`config.mk`:
```
export PLATFORM = sky130hd
export DESIGN_NAME = byte_alu
export DESIGN_NICKNAME = d
export VERILOG_FILES = /design/src/rtl/byte_alu_pkg.sv /design/src/rtl/byte_alu_arith.sv /design/src/rtl/byte_alu_shift.sv /design/src/rtl/byte_alu_logic.sv /design/src/rtl/byte_alu.sv
export SDC_FILE = /design/constraint.sdc
export NUM_CORES = 1
export LEC_CHECK = 0
export CAP_MARGIN = 20
export CORE_ASPECT_RATIO = 0.7
export CORE_MARGIN = 2
export CORE_UTILIZATION = 50
export DETAILED_ROUTE_END_ITERATION = 8
export DONT_BUFFER_PORTS = 1
export PLACE_DENSITY = 0.72
export SYNTH_ARGS = -nofsm -noshare
export SYNTH_HDL_FRONTEND = slang
export SYNTH_SLANG_ARGS = --single-unit
```
`constraint.sdc`:
```
create_clock -name vclk -period 10.4
set_clock_uncertainty 0.15 [all_clocks]
set_input_delay 0.52 -clock vclk [all_inputs]
set_output_delay 0.52 -clock vclk [all_outputs]
set_load 0.005 [all_outputs]
```
`src/rtl/byte_alu_pkg.sv`:
```
// Package byte_alu_pkg
// Holds the shared operation codes and flag bundle used by the ALU units.
// Assumes a 5-bit operation select; codes above ALU_ASR are unused.
package byte_alu_pkg;

    localparam int OP_W = 5;

    typedef enum logic [OP_W-1:0] {
        ALU_ADD  = 5'd0,
        ALU_SUB  = 5'd1,
        ALU_CMP  = 5'd2,
        ALU_AND  = 5'd3,
        ALU_OR   = 5'd4,
        ALU_XOR  = 5'd5,
        ALU_BIT  = 5'd6,
        ALU_ASL  = 5'd7,
        ALU_LSR  = 5'd8,
        ALU_ROL  = 5'd9,
        ALU_ROR  = 5'd10,
        ALU_INC  = 5'd11,
        ALU_DEC  = 5'd12,
        ALU_LOAD = 5'd13,
        ALU_MOVE = 5'd14,
        ALU_AAC  = 5'd15,
        ALU_ARR  = 5'd16,
        ALU_AXS  = 5'd17,
        ALU_ASR  = 5'd18
    } alu_op_e;

    localparam int LAST_OP = 18;

    typedef struct packed {
        logic n;
        logic v;
        logic z;
        logic c;
    } alu_flags_t;

endpackage

```
`src/rtl/byte_alu_arith.sv`:
```
// Module byte_alu_arith
// One shared carry adder serves add, subtract, compare, masked subtract,
// increment and decrement. Subtraction adds the inverted operand plus carry.
// Assumes W >= 2. Raises hit_o only for the codes it owns.
module byte_alu_arith
    import byte_alu_pkg::*;
#(
    parameter int W = 8
) (
    input  logic [OP_W-1:0] op_i,
    input  logic [W-1:0]    a_i,
    input  logic [W-1:0]    b_i,
    input  logic [W-1:0]    x_i,
    input  logic            c_i,
    output logic [W-1:0]    res_o,
    output alu_flags_t      flg_o,
    output alu_flags_t      we_o,
    output logic            hit_o
);

    localparam int MSB = W - 1;

    logic [W-1:0] lhs;
    logic [W-1:0] rhs;
    logic         cin;
    logic [W:0]   sum;
    logic [W-1:0] r;

    // Pick the adder inputs and flag enables for the current code.
    always_comb begin
        lhs   = a_i;
        rhs   = ~b_i;
        cin   = 1'b1;
        hit_o = 1'b1;
        we_o  = '0;
        case (alu_op_e'(op_i))
            ALU_ADD: begin
                rhs  = b_i;
                cin  = c_i;
                we_o = '{n: 1'b1, v: 1'b1, z: 1'b1, c: 1'b1};
            end
            ALU_SUB: begin
                cin  = c_i;
                we_o = '{n: 1'b1, v: 1'b1, z: 1'b1, c: 1'b1};
            end
            ALU_CMP: begin
                we_o = '{n: 1'b1, v: 1'b0, z: 1'b1, c: 1'b1};
            end
            ALU_AXS: begin
                lhs  = a_i & x_i;
                we_o = '{n: 1'b1, v: 1'b0, z: 1'b1, c: 1'b1};
            end
            ALU_INC: begin
                lhs  = b_i;
                rhs  = '0;
                we_o = '{n: 1'b1, v: 1'b0, z: 1'b1, c: 1'b0};
            end
            ALU_DEC: begin
                lhs  = b_i;
                rhs  = '1;
                cin  = 1'b0;
                we_o = '{n: 1'b1, v: 1'b0, z: 1'b1, c: 1'b0};
            end
            default: begin
                hit_o = 1'b0;
            end
        endcase
    end

    // Single carry chain shared by every code of this unit.
    always_comb begin
        sum = {1'b0, lhs} + {1'b0, rhs} + {{W{1'b0}}, cin};
        r   = sum[W-1:0];
    end

    // Flags; overflow uses the adder operands so one formula covers add and subtract.
    always_comb begin
        res_o   = r;
        flg_o.n = r[MSB];
        flg_o.z = (r == '0);
        flg_o.c = sum[W];
        flg_o.v = (lhs[MSB] ^ r[MSB]) & (rhs[MSB] ^ r[MSB]);
    end

endmodule

```
`src/rtl/byte_alu_shift.sv`:
```
// Module byte_alu_shift
// Shifts and rotates of B, plus the two combined codes that first AND A
// with B (AND-and-rotate, AND-and-shift). Assumes W >= 3 so that bits 6
// and 5 of the rotate result exist.
module byte_alu_shift
    import byte_alu_pkg::*;
#(
    parameter int W = 8
) (
    input  logic [OP_W-1:0] op_i,
    input  logic [W-1:0]    a_i,
    input  logic [W-1:0]    b_i,
    input  logic            c_i,
    output logic [W-1:0]    res_o,
    output alu_flags_t      flg_o,
    output alu_flags_t      we_o,
    output logic            hit_o
);

    localparam int MSB = W - 1;

    logic [W-1:0] src;
    logic         masked;
    logic         left;
    logic         fill;
    logic [W-1:0] r;
    logic         out_bit;

    // Decode direction, fill bit and whether the source is A AND B.
    always_comb begin
        masked = 1'b0;
        left   = 1'b0;
        fill   = 1'b0;
        hit_o  = 1'b1;
        we_o   = '{n: 1'b1, v: 1'b0, z: 1'b1, c: 1'b1};
        case (alu_op_e'(op_i))
            ALU_ASL: left = 1'b1;
            ALU_LSR: fill = 1'b0;
            ALU_ROL: begin
                left = 1'b1;
                fill = c_i;
            end
            ALU_ROR: fill = c_i;
            ALU_ARR: begin
                masked = 1'b1;
                fill   = c_i;
                we_o   = '{n: 1'b1, v: 1'b1, z: 1'b1, c: 1'b1};
            end
            ALU_ASR: masked = 1'b1;
            default: begin
                hit_o = 1'b0;
                we_o  = '0;
            end
        endcase
    end

    // One-position shifter with selectable fill.
    always_comb begin
        src = masked ? (a_i & b_i) : b_i;
        if (left) begin
            r       = {src[MSB-1:0], fill};
            out_bit = src[MSB];
        end else begin
            r       = {fill, src[MSB:1]};
            out_bit = src[0];
        end
    end

    // Flags; the AND-and-rotate code takes C and V from the result bits.
    always_comb begin
        res_o   = r;
        flg_o.n = r[MSB];
        flg_o.z = (r == '0);
        if (alu_op_e'(op_i) == ALU_ARR) begin
            flg_o.c = r[MSB-1];
            flg_o.v = r[MSB-1] ^ r[MSB-2];
        end else begin
            flg_o.c = out_bit;
            flg_o.v = 1'b0;
        end
    end

endmodule

```
`src/rtl/byte_alu_logic.sv`:
```
// Module byte_alu_logic
// Bitwise codes, bit test, load, move and AND-to-carry.
// Assumes W >= 2 so bit test can read the two top operand bits.
module byte_alu_logic
    import byte_alu_pkg::*;
#(
    parameter int W = 8
) (
    input  logic [OP_W-1:0] op_i,
    input  logic [W-1:0]    a_i,
    input  logic [W-1:0]    b_i,
    output logic [W-1:0]    res_o,
    output alu_flags_t      flg_o,
    output alu_flags_t      we_o,
    output logic            hit_o
);

    localparam int MSB = W - 1;

    logic [W-1:0] r;

    // Result and enables per code.
    always_comb begin
        hit_o = 1'b1;
        we_o  = '{n: 1'b1, v: 1'b0, z: 1'b1, c: 1'b0};
        r     = b_i;
        case (alu_op_e'(op_i))
            ALU_AND:  r = a_i & b_i;
            ALU_OR:   r = a_i | b_i;
            ALU_XOR:  r = a_i ^ b_i;
            ALU_BIT: begin
                r    = a_i & b_i;
                we_o = '{n: 1'b1, v: 1'b1, z: 1'b1, c: 1'b0};
            end
            ALU_LOAD: r = b_i;
            ALU_MOVE: begin
                r    = b_i;
                we_o = '0;
            end
            ALU_AAC: begin
                r    = a_i & b_i;
                we_o = '{n: 1'b1, v: 1'b0, z: 1'b1, c: 1'b1};
            end
            default: begin
                hit_o = 1'b0;
                we_o  = '0;
            end
        endcase
    end

    // Flags; bit test reads N and V from the operand, not the result.
    always_comb begin
        res_o   = r;
        flg_o.z = (r == '0);
        flg_o.c = r[MSB];
        if (alu_op_e'(op_i) == ALU_BIT) begin
            flg_o.n = b_i[MSB];
            flg_o.v = b_i[MSB-1];
        end else begin
            flg_o.n = r[MSB];
            flg_o.v = 1'b0;
        end
    end

endmodule

```
`src/rtl/byte_alu.sv`:
```
// Module byte_alu
// Combinational ALU top: three operation units, a select by owning unit,
// and flag masking so a disabled flag reads 0 (C repeats carry in).
// Unused codes pass A and raise no enable. Binary arithmetic only.
module byte_alu
    import byte_alu_pkg::*;
#(
    parameter int W = 8
) (
    input  logic [4:0]   op_i,
    input  logic [W-1:0] a_i,
    input  logic [W-1:0] b_i,
    input  logic [W-1:0] x_i,
    input  logic         c_i,
    output logic [W-1:0] res_o,
    output logic         n_o,
    output logic         v_o,
    output logic         z_o,
    output logic         c_o,
    output logic         n_we_o,
    output logic         v_we_o,
    output logic         z_we_o,
    output logic         c_we_o
);

    localparam int N_UNIT = 3;

    logic [W-1:0] u_res [N_UNIT];
    alu_flags_t   u_flg [N_UNIT];
    alu_flags_t   u_we  [N_UNIT];
    logic [N_UNIT-1:0] u_hit;

    logic [W-1:0] sel_res;
    alu_flags_t   sel_flg;
    alu_flags_t   sel_we;

    byte_alu_arith #(.W(W)) u_arith (
        .op_i  (op_i),
        .a_i   (a_i),
        .b_i   (b_i),
        .x_i   (x_i),
        .c_i   (c_i),
        .res_o (u_res[0]),
        .flg_o (u_flg[0]),
        .we_o  (u_we[0]),
        .hit_o (u_hit[0])
    );

    byte_alu_shift #(.W(W)) u_shift (
        .op_i  (op_i),
        .a_i   (a_i),
        .b_i   (b_i),
        .c_i   (c_i),
        .res_o (u_res[1]),
        .flg_o (u_flg[1]),
        .we_o  (u_we[1]),
        .hit_o (u_hit[1])
    );

    byte_alu_logic #(.W(W)) u_logic (
        .op_i  (op_i),
        .a_i   (a_i),
        .b_i   (b_i),
        .res_o (u_res[2]),
        .flg_o (u_flg[2]),
        .we_o  (u_we[2]),
        .hit_o (u_hit[2])
    );

    // Take the output of whichever unit owns the code; otherwise pass A.
    always_comb begin
        sel_res = a_i;
        sel_flg = '0;
        sel_we  = '0;
        for (int i = 0; i < N_UNIT; i++) begin
            if (u_hit[i]) begin
                sel_res = u_res[i];
                sel_flg = u_flg[i];
                sel_we  = u_we[i];
            end
        end
    end

    // Mask flags that are not written; carry repeats its input.
    always_comb begin
        res_o  = sel_res;
        n_we_o = sel_we.n;
        v_we_o = sel_we.v;
        z_we_o = sel_we.z;
        c_we_o = sel_we.c;
        n_o    = sel_we.n & sel_flg.n;
        v_o    = sel_we.v & sel_flg.v;
        z_o    = sel_we.z & sel_flg.z;
        c_o    = sel_we.c ? sel_flg.c : c_i;
    end

endmodule

```
# [Yosys cells after proc, flatten, opt, wreduce, memory -nomap -nowiden]
# Cells that the tools add are included.
[word_totals] ff_bits=0 latchBits=0 ramBits=0 rom_bits=0 output_inout_bits=16 elab_cells=77 memories=0
[classes] n_addsub=2 n_mul=0 n_div=0 magnitude_cmp=0 eq_ne=18 shift=0 muxes=29 n_bitwise=12 n_reduce_logical=16
[ops] op="$pmux 8 s3" count=2
[ops] op="$eq 5x4->1 const B" count=8
[ops] op="$mux 8" count=5
[ops] op="$logic_not 8->1" count=3
[ops] op="$mux 4" count=6
[ops] op="$pmux 4 s3" count=2
[ops] op="$eq 5x3->1 const B" count=4
[ops] op="$and 8x8->8" count=2
[ops] op="$pmux 8 s2" count=1
[ops] op="$eq 5x5->1 const B" count=3
[ops] op="$reduce_or 6->1" count=2
[ops] op="$eq 5x2->1 const B" count=2
[ops] op="$mux 1" count=10
[ops] op="$reduce_or 2->1" count=5
[ops] op="$add 8x8->9" count=1
[ops] op="$add 9x1->9" count=1
[ops] op="$not 8->8" count=1
[ops] op="$or 8x8->8" count=1
[ops] op="$pmux 4 s2" count=1
[ops] op="$xor 8x8->8" count=1
[ops] op="$reduce_or 7->1" count=1
[ops] op="$reduce_or 3->1" count=2
[ops] op="$eq 5x1->1 const B" count=1
[ops] op="$logic_not 5->1" count=1
[ops] op="6 further kinds" count=11

# [Depth between registers and ports, before layout]
[logic_depth] depth_word=11 ltp_mapped=17 mapped_depth_nobuf=14

# [By module]
# Synthesis repeated with hierarchy kept, for this count alone.
[unflattened] cells_unflattened=376 area_unflattened_um2=2666.3
[by_module_without_submodules] mod="byte_alu_arith" n_inst=1 cells_each=140 area_per_inst_um2=969.7 seq_area_each_um2=0.0
[by_module_without_submodules] mod="byte_alu_logic" n_inst=1 cells_each=116 area_per_inst_um2=782.0 seq_area_each_um2=0.0
[by_module_without_submodules] mod="byte_alu" n_inst=1 cells_each=66 area_per_inst_um2=534.3 seq_area_each_um2=0.0
[by_module_without_submodules] mod="byte_alu_shift" n_inst=1 cells_each=54 area_per_inst_um2=380.4 seq_area_each_um2=0.0

# [Worst setup path before layout]
# OpenSTA, ideal clock, no wires.
[synth_timing] kind="in2out" start="input port op_i[3]" end="output port z_o" arrival_time_ns=3.452 path_slack_ns=6.278 path_stages=15 path_buffers=3 path_cell_list="buf_4 buf_2 nor3b_1 and2_1 clkbuf_1 nor2_1 a21oi_1 a2bb2oi_1 fa_1 fa_1 nor2b_1 o21ai_0 a21o_1 and3_1 a311o_1"
[synth_via] elab_chain_cells=10 elab_cells_between_ends=58 cone_classes="2 x add/sub; 18 x eq/ne; 21 x mux; 1 x bitwise; 16 x reduce/logical"
[synth_lines] element="from (decl)" line="byte_alu.sv:10" rtl="input logic [4:0] op_i,"
[synth_lines] element="$eq 5x4->1" line="byte_alu_arith.sv:36" rtl="case (alu_op_e'(op_i))"
[synth_lines] element="$reduce_or 2->1 (no source line)"
[synth_lines] element="$pmux 8 s2" line="byte_alu_arith.sv:36"
[synth_lines] element="$add 8x8->9" line="byte_alu_arith.sv:72" rtl="sum = {1'b0, lhs} + {1'b0, rhs} + {{W{1'b0}}, cin};"
[synth_lines] element="$add 9x1->9" line="byte_alu_arith.sv:72"
[synth_lines] element="$logic_not 8->1" line="byte_alu_arith.sv:80" rtl="flg_o.z = (r == '0);"
[synth_lines] element="$mux 4 (3 in series)" line="byte_alu.sv:76" rtl="if (u_hit[i]) begin"
[synth_lines] element="$and 1x1->1 *" line="byte_alu.sv:93" rtl="z_o = sel_we.z & sel_flg.z;"
[synth_lines] element="to (decl)" line="byte_alu.sv:18" rtl="output logic z_o,"
# Mark *: on every way between the ends. The rest lies on a longest branch, timed or not.

# [Worst setup path in the final report]
[layout_timing] start="input port op_i[1]" end="output port res_o[7]"
[layout_via] elab_chain_cells=8 elab_cells_between_ends=45 cone_classes="2 x add/sub; 18 x eq/ne; 15 x mux; 10 x reduce/logical"
[layout_lines] element="$eq 5x4->1" line="byte_alu_arith.sv:36"
[layout_lines] element="$reduce_or 2->1 (no source line)"
[layout_lines] element="$pmux 8 s2" line="byte_alu_arith.sv:36"
[layout_lines] element="$add 8x8->9" line="byte_alu_arith.sv:72"
[layout_lines] element="$add 9x1->9" line="byte_alu_arith.sv:72"
[layout_lines] element="$mux 8 (2 in series)" line="byte_alu.sv:76"
[layout_lines] element="$mux 8 *" line="byte_alu.sv:76"
[layout_lines] element="to (decl)" line="byte_alu.sv:15" rtl="output logic [W-1:0] res_o,"
# Marks and branches as above.

==> impl_metrics.py <==
metrics = {
    "outcome": {
        "status": "completed",
    },
    "pwr": {
        "report.power.total_uw": 110,
        "max-vdd-ir-drop_v": 0.0000197,
        "leakage_nw": 0.900,
        "power_density_relative_to_cell_area_nw_per_um2": 49.6,
    },
    "cells_and_area": {
        "layout.core_utilization_pct": 50.8,
        "footprint_of_the_flip_flops_and_latches_um2": 0,
        "finish.cell_count_without_fillers": 378,
        "mostFrequentLayoutCells": "sky130_fd_sc_hd__nand2_1 (40), sky130_fd_sc_hd__nor2_1 (36), sky130_fd_sc_hd__a21oi_1 (27), sky130_fd_sc_hd__o21ai_0 (26), sky130_fd_sc_hd__ha_1 (23)",
        "final_net_count": 380,
        "drive_above_1_share_pct": 3.10,
        "flow.area_growth_from_synthesis_pct": -2.64,
        "mostFrequentLayoutCell": "sky130_fd_sc_hd__nand2_1",
        "antenna_cells_inserted": 0,
        "clkbuf_count": 0,
        "layout.sequential_cells": 0,
    },
    "timing": {
        "fin_setup_tns_ns": 0,
        "timing.max_slew.rel_slack_pct": 43.7,
        "finalCritPeriodShare_pct": 43.1,
        "report.final.setup_viol": 0,
        "hold_viol_final": 0,
        "max_clock_freq_ghz": 0.223,
        "finalCriticalPeriod_ns": 4.48,
        "rsz_0062_raised_after_global_routing": "no",
        "worst_pin_slew_ns": 0.841,
        "final_max_slew_viol_count": 0,
    },
    "synthesis": {
        "synthesis.area_um2": 2270,
        "synthesis.instances": 348,
        "post_synth_main_area_contributors": "sky130_fd_sc_hd__ha_1 (13%), sky130_fd_sc_hd__nand2_1 (6.6%), sky130_fd_sc_hd__a21oi_1 (5.9%)",
        "syn_avg_cell_area_um2": 6.53,
        "synth_top_cell_area_share_pct": 12.7,
        "synth_seq_area_share_pct": 0,
        "synth_warnings": 0,
        "mappedNetlistNets": 403,
        "synthDistinctLibCells": 68,
        "largest_area_contributor_in_the_netlist": "sky130_fd_sc_hd__ha_1",
    },
    "worst_setup_path": {
        "critical_path.slowest_cell": "sky130_fd_sc_hd__nor3b_1",
        "critical-path-max-stage-delay_ns": 0.52,
        "critical_path.top_delay_family": "simple AND/OR/NAND/NOR gates",
        "critical_path_required_ns": 9.73,
        "worst-path-buf-inv": 0,
        "worst-path-max-fanout": 30,
        "critical_path.most_common_cell": "sky130_fd_sc_hd__nor2_1",
        "crit_type": "primary input to primary output",
        "cp_cell_sequence": "or3b_1, a21oi_2, nor2_1, a21o_1, a22o_1, ha_1, nor2b_1, o2111ai_1, a211oi_1, nor3b_1, nor2_1, nor3_1, a22oi_1",
        "cp_data_arrival_time_ns": 3.81,
        "worstSetupEndpointType": "primary output",
        "worst_setup_path_start_kind": "primary input",
    },
    "floorplan": {
        "design.core.area_um2": 4350,
        "die_area_um2": 5110,
        "fp-row-count": 20,
        "die_h_um": 60.4,
        "floorplan.die.width_um": 84.6,
        "initial_utilization_pct": 52.2,
        "io_pins": 46,
    },
    "route": {
        "routed_wirelength_um": 8090,
        "dr.pass1.iters": 6,
        "routedWlPerCell_um": 21.4,
        "route.vias.total": 2638,
        "drtIter0Drc": 465,
        "detail_route.drc_violations": 0,
        "detail_route.vias_per_cell": 6.98,
        "route.antenna.remaining_nets": 0,
    },
    "place": {
        "place.gp.congestion": 0.974,
        "hpwl_um": 6270,
        "placement.io_buffers": 0,
        "numPlacedInstances": 378,
    },
    "global_route": {
        "antenna_found_initial": 0,
        "gr-total-overflow": 0,
        "first_pass_grt_wire_length_um": 12500,
        "pin_count_of_the_biggest_net_entering_global_routing": 34,
        "number_of_global_route_vias_before_repair": 2211,
        "groute.usage.overall_pct": 31.0,
    },
    "worst_hold_path": {
        "min_path_type": "primary input to primary output",
    },
    "job": {
        "drv.max_cap_violation_count": 0,
    },
    "clock_tree": {
        "cts_hold_buf": 0,
        "post_cts.resized_instances": 0,
        "postCtsSetupRepairBufs": 0,
    },
}
## synthesized netlist by cell type (all sizes together) (7+ instances only)
library cell  count
nand2            40
nor2             37
o21ai            30
a21oi            29
ha               23
inv              19
buf              14
clkbuf           11
o21a             10
a221oi            8
nand2b            7
nor2b             7
nor3              7
## final timing paths
check	cells after the start	to	from	slack [ns]
setup / recovery	13	res_o[7]	op_i[1]	5.92
hold / removal	1	v_we_o	op_i[3]	0.94
## power breakdown
group / internal [mW] / switching (mW) / leakage, nW
logic: 0.0446 / 0.0652 / 0.900
registers: 0 / 0 / 0
clock network: 0 / 0 / 0
## metal layers
metal  share of wire (%)  GRT usage, %  up-vias
met1                  43          47.0     1199
li1                    -             -     1240
met2                  39          43.4      186
met4                 1.1          5.22        0
met3                  17          9.52       13
met5                   0             0        -
## cell families (layout without fill, tap and decap cells)
| family | after synthesis | count (layout) | share of synthesized area (%) |
|---|---|---|---|
| mux | 6 | 6 | 3.36 |
| xor+xnor | 8 | 8 | 3.08 |
| buf+inv | 45 | 20 | 8.98 |
| fa+ha+maj | 25 | 25 | 14.4 |
| simple gates | 133 | 133 | 30.5 |
| compound gates | 131 | 131 | 39.7 |
## through the flow
step	area (um2)	worst slack, ns	hold WS [ns]
finish	2210	5.92	0.943
floorplan	2270	6.28	0.987
global placement	2210	6.08	0.940
global route	2210	5.55	0.948
CTS	2210	5.96	0.941
detailed placement	2210	5.97	0.941
## cell type report
| class | instances | area [um2] |
|---|---|---|
| multi-input cells | 303 | 2070 |
| well taps | 55 | 68.8 |
| inverters | 20 | 75.1 |
| fillers | 461 | 2140 |
Note: power is estimated with default switching activity, not from simulation.
